`config.mk`:
```
export PLATFORM = sky130hd
export DESIGN_NAME = edge_sync_detector
export DESIGN_NICKNAME = d
export VERILOG_FILES = /design/src/rtl/edge_sync_detector.sv
export SDC_FILE = /design/constraint.sdc
export NUM_CORES = 1
export LEC_CHECK = 0
export ABC_AREA = 1
export BUFFER_PORTS_ARGS = -buffer_cell sky130_fd_sc_hd__buf_2
export CELL_PAD_IN_SITES_DETAIL_PLACEMENT = 1
export CELL_PAD_IN_SITES_GLOBAL_PLACEMENT = 1
export CORE_MARGIN = 2
export CORE_UTILIZATION = 48
export DETAILED_ROUTE_END_ITERATION = 8
export PLACE_DENSITY_LB_ADDON = 0.1
export SLEW_MARGIN = 20
export SYNTH_ARGS = -nofsm -noshare
export SYNTH_HDL_FRONTEND = slang
export SYNTH_SLANG_ARGS = --single-unit
```
`constraint.sdc`:
```
create_clock -name clk -period 5.3 [get_ports clk]
set_input_delay 0.795 -clock clk [delete_from_list [all_inputs] [get_ports clk]]
set_output_delay 0.795 -clock clk [all_outputs]
set_load 0.03 [all_outputs]
```
`src/rtl/edge_sync_detector.sv`:
```
module edge_sync_detector #(
  parameter int CLKS_PER_BIT  = 320,
  parameter int PREAMBLE_GOAL = 40,
  parameter int SKIP_EDGES    = 20,
  parameter int SYNC_BITS     = 5,
  parameter int TOL_TENTHS    = 1
) (
  input  logic clk,
  input  logic rst_n,
  input  logic rx_line,
  input  logic session_start,
  input  logic skip_cal,
  output logic lock_pulse,
  output logic lock_hold,
  output logic rx_enable
);
  localparam int CNT_W = $clog2(2 * SYNC_BITS * CLKS_PER_BIT + 1);
  localparam int MW    = CNT_W + 5;
  localparam int PC_W  = $clog2(PREAMBLE_GOAL + 1);
  localparam int EC_W  = $clog2(SKIP_EDGES + 1);
  localparam logic [CNT_W-1:0] WMAX = '1;

  typedef enum logic [1:0] {ST_CAL, ST_SRCH, ST_DONE} st_t;

  st_t              state;
  logic [2:0]       rx_sh;
  logic [CNT_W-1:0] wcnt;
  logic [PC_W-1:0]  pcnt;
  logic [EC_W-1:0]  ecnt;

  function automatic logic in_win(input logic [MW-1:0] v, input int nb);
    return (v > MW'((10 - TOL_TENTHS) * nb * CLKS_PER_BIT)) &&
           (v < MW'((10 + TOL_TENTHS) * nb * CLKS_PER_BIT));
  endfunction

  wire             edge_seen = rx_sh[2] ^ rx_sh[1];
  wire [MW-1:0]    w10       = (MW'(wcnt) << 3) + (MW'(wcnt) << 1);
  wire             short_ok  = in_win(w10, 1) || in_win(w10, 2);
  wire             sync_ok   = in_win(w10, SYNC_BITS);

  always_ff @(posedge clk or negedge rst_n) begin
    if (!rst_n) begin
      rx_sh      <= 3'b111;
      state      <= ST_CAL;
      wcnt       <= '0;
      pcnt       <= '0;
      ecnt       <= '0;
      lock_pulse <= 1'b0;
      lock_hold  <= 1'b0;
      rx_enable  <= 1'b0;
    end else begin
      rx_sh      <= {rx_sh[1:0], rx_line};
      lock_pulse <= 1'b0;
      if (session_start) begin
        state     <= skip_cal ? ST_SRCH : ST_CAL;
        if (!skip_cal) lock_hold <= 1'b0;
        rx_enable <= 1'b0;
        pcnt      <= '0;
        ecnt      <= '0;
        wcnt      <= '0;
      end else begin
        if (state == ST_DONE)    wcnt <= '0;
        else if (edge_seen)      wcnt <= CNT_W'(1);
        else if (wcnt != WMAX)   wcnt <= wcnt + 1'b1;
        case (state)
          ST_CAL: if (edge_seen) begin
            if (short_ok) begin
              if (pcnt == PC_W'(PREAMBLE_GOAL - 1)) begin
                lock_pulse <= 1'b1;
                lock_hold  <= 1'b1;
                state      <= ST_SRCH;
                pcnt       <= '0;
                ecnt       <= '0;
              end else begin
                pcnt <= pcnt + 1'b1;
              end
            end else if (pcnt != '0) begin
              pcnt <= pcnt - 1'b1;
            end
          end
          ST_SRCH: if (edge_seen) begin
            if (ecnt < EC_W'(SKIP_EDGES)) begin
              ecnt <= ecnt + 1'b1;
            end else if (sync_ok) begin
              rx_enable <= 1'b1;
              state     <= ST_DONE;
              ecnt      <= '0;
              pcnt      <= '0;
              wcnt      <= '0;
            end
          end
          default: ;
        endcase
      end
    end
  end
endmodule

```
==> results.py <==
metrics = {
    "outcome": {
        "status": "finished clean",
    },
    "cts": {
        "clockBufferDepth": 2,
        "cts_sinks": 31,
        "tritoncts": "yes",
        "root_buffer": "clkbuf_8",
        "numCtsBuffers": 5,
        "ctsHoldBuffers": 0,
        "clkTransAtPathRegs_ns": 0.07,
        "cts_htree_levels": 2,
        "clk_latency_ns": 0.29,
        "post_cts_buffers": 0,
        "cts_resized": 0,
    },
    "worst_setup_path": {
        "reg2reg_from": "wcnt[2]",
        "crit_required_ns": 5.48,
        "crit_type": "register to register",
        "ff2ff_setup_slack_ns": 2.28,
        "rr_endpoint": "pcnt[1]",
        "startpoint_type": "register",
        "worst_ep_arrival_time_ns": 3.21,
        "cp_max_fo": 6,
        "reg2reg_depth": 18,
        "end_kind": "register",
    },
    "global_route": {
        "grt_use_total_pct": 26.8,
        "overflow": 0,
        "first_global_vias": 2990,
        "grt_pass1_wl_um": 13900,
        "antenna_found_initial": 0,
        "grt_max_degree": 32,
    },
    "final_layout": {
        "mostFrequentLayoutCell": "nand2_1",
        "area_growth_pct": 8.04,
        "drive_gt1_share_pct": 8.91,
        "fillers": 847,
        "final_cell_mix": "167 x nand2_1, 68 x inv_1, 60 x nor2_1, 43 x nand3_1, 28 x dfrtp_1",
        "antenna_cells": 0,
        "layout.nets": 515,
    },
    "drt": {
        "drc": 0,
        "drtIter0Drc": 110,
        "antenna_left": 0,
        "dr.pass1.iters": 4,
        "viasPerCell": 5.35,
        "routed_wl_um": 8580,
        "wl_per_cell_um": 15.1,
        "vias": 3043,
    },
    "timing": {
        "finalHoldViolCount": 0,
        "finalSetupViolCount": 0,
        "worst_pin_slew_ns": 0.703,
        "skew_ns": 0.00475,
        "fin_crit_ns": 3.02,
        "maxSlewViolCount": 0,
        "fin_ws_ns": 2.28,
        "rsz0062_at_grt": "false",
        "max_freq_mhz": 331,
        "setup-tns-final_ns": 0,
        "finalCritPeriodShare_pct": 57.0,
        "slew_headroom_pct": 53.1,
    },
    "power": {
        "p_leak_nw": 1.73,
        "power.density_nw_per_um2": 274,
        "ir_drop_mv": 0.170,
    },
    "logic_synthesis": {
        "synth_area_um2": 2970,
        "synthSimpleGateAreaFrac_pct": 46.5,
        "synth_fa_ha_area_share_pct": 7.41,
        "synthXorXnorAreaFrac_pct": 3.24,
        "synth-seq-area-share_pct": 26.2,
        "synth-compound-area-share_pct": 7.07,
        "postSynthCellCount": 481,
        "ys_seq_elements": 31,
        "synth_edf_count": 0,
        "synth.distinct_cells": 35,
        "avgSynthCellArea_um2": 6.18,
        "ys.flop_type": "dfrtp_1",
        "async_flop_share_pct": 100,
        "synthTopCellsByArea": "dfrtp_1 24%, nand2_1 21%, inv_1 8.6%",
        "syn_nets": 503,
        "yosysTopAreaCellShare_pct": 23.6,
        "synth_top_family_by_area": "simple AND/OR/NAND/NOR gates",
        "ys_warn_count": 0,
        "yosysTopAreaCell": "dfrtp_1",
        "synth.area.mux_share_pct": 0,
    },
    "min_path": {
        "min_to": "rx_sh[1]",
        "hold_depth": 0,
        "hp-class": "register to register",
        "min-delay-start": "rx_sh[0]",
    },
    "floorplanning": {
        "rows": 28,
        "die_w_um": 82.7,
        "initial_core_util_pct": 49.9,
        "core-area_um2": 5960,
        "die-area_um2": 6840,
        "io_pins": 8,
        "die_y_um": 82.7,
    },
    "placed_design": {
        "port_buffers": 7,
        "dp_slack_ns": 2.31,
        "post-dp-hpwl_um": 6950,
        "gp_congestion": 0.853,
    },
    "job": {
        "cap_viol_max_count": 0,
    },
}
## layer usage
| layer | up-vias | track usage [%] | wire length, um |
|---|---|---|---|
| met3 | 13 | 3.48 | 195 |
| met2 | 34 | 45.1 | 4130 |
| met1 | 1449 | 36.0 | 4120 |
| met5 | - | 0 | 0 |
| li1 | 1547 | - | - |
| met4 | 0 | 7.70 | 129 |
## through the flow
step	util [%]	cell area [um2]	power (mW)	cells	hold slack, ns
2_1_floorplan	-	2970	0.548	481	0.345
3_3_place_gp	51.9	3090	0.611	561	0.348
3_5_place_dp	51.9	3090	0.637	561	0.352
4_1_cts	53.9	3210	0.886	569	0.353
5_1_grt	53.9	3210	0.945	569	0.350
6_report	53.9	3210	0.881	569	0.354
## layout make-up
| cell class | instances | area (um2) | share of cell area (%) |
|---|---|---|---|
| repair buffers | 7 | 35.0 | 1.09 |
| clock inverters | 2 | 35.0 | 1.09 |
| clock buffers | 6 | 82.6 | 2.57 |
| flip-flops and latches | 31 | 779 | 24.3 |
| inverters | 72 | 275 | 8.57 |
| well taps | 75 | 93.8 | 2.92 |
| multi-input cells | 376 | 1910 | 59.5 |
## how the worst max path moves through the flow
| stage | start | to | slack (ns) | depth (start not counted) |
|---|---|---|---|---|
| detailed placement | wcnt[2] | pcnt[1] | 2.31 | 18 |
| floorplan | wcnt[2] | ecnt[0] | 2.80 | 18 |
| global route | wcnt[2] | pcnt[3] | 2.00 | 18 |
| global placement | wcnt[2] | pcnt[5] | 2.41 | 18 |
| CTS | wcnt[2] | pcnt[1] | 2.29 | 18 |
| finish | wcnt[2] | pcnt[1] | 2.28 | 18 |
## kinds of logic (layout without fill, tap and decap cells)
family,count (synthesis),after routing
simple gates,311,311
xor+xnor,11,11
flops,31,31
compound gates,37,37
fa+ha+maj,17,17
buf+inv,74,87
## flip-flops by register name (all words and copies together) (netlist names)
register	count
wcnt	12
lock_hold	1
rx_sh	3
pcnt	6
ecnt	5
lock_pulse	1
state	2
rx_enable	1
## synthesized netlist by cell type (all sizes together) (3+ instances only)
cell type,instances
a21oi,17
dfrtp,28
dfstp,3
ha,16
inv,71
nand2,175
nand3,49
nand3b,4
nand4,12
nor2,64
nor3,5
o21ai,13
xnor2,3
xor2,8
## worst max-delay path, stage by stage, from the launching register on
cell,delay (ns)
dfrtp_1,0.44
ha_1,0.27
fa_1,0.44
nand2_1,0.11
nand2_2,0.09
nand3_2,0.09
nand2_1,0.07
nand2_1,0.06
nand2_1,0.10
nor2_1,0.16
nor2_1,0.06
nor2_1,0.10
nand3_1,0.18
nand3_1,0.18
nand2_1,0.12
nor2_1,0.12
nand2_1,0.17
nand2_1,0.11
nand2_1,0.06
## power breakdown
part / total (mW) / internal, mW / switching [mW]
registers: 0.299 / 0.266 / 0.0330
clock network: 0.248 / 0.152 / 0.0959
logic: 0.333 / 0.114 / 0.219
Power figures use the tool's default switching activity.
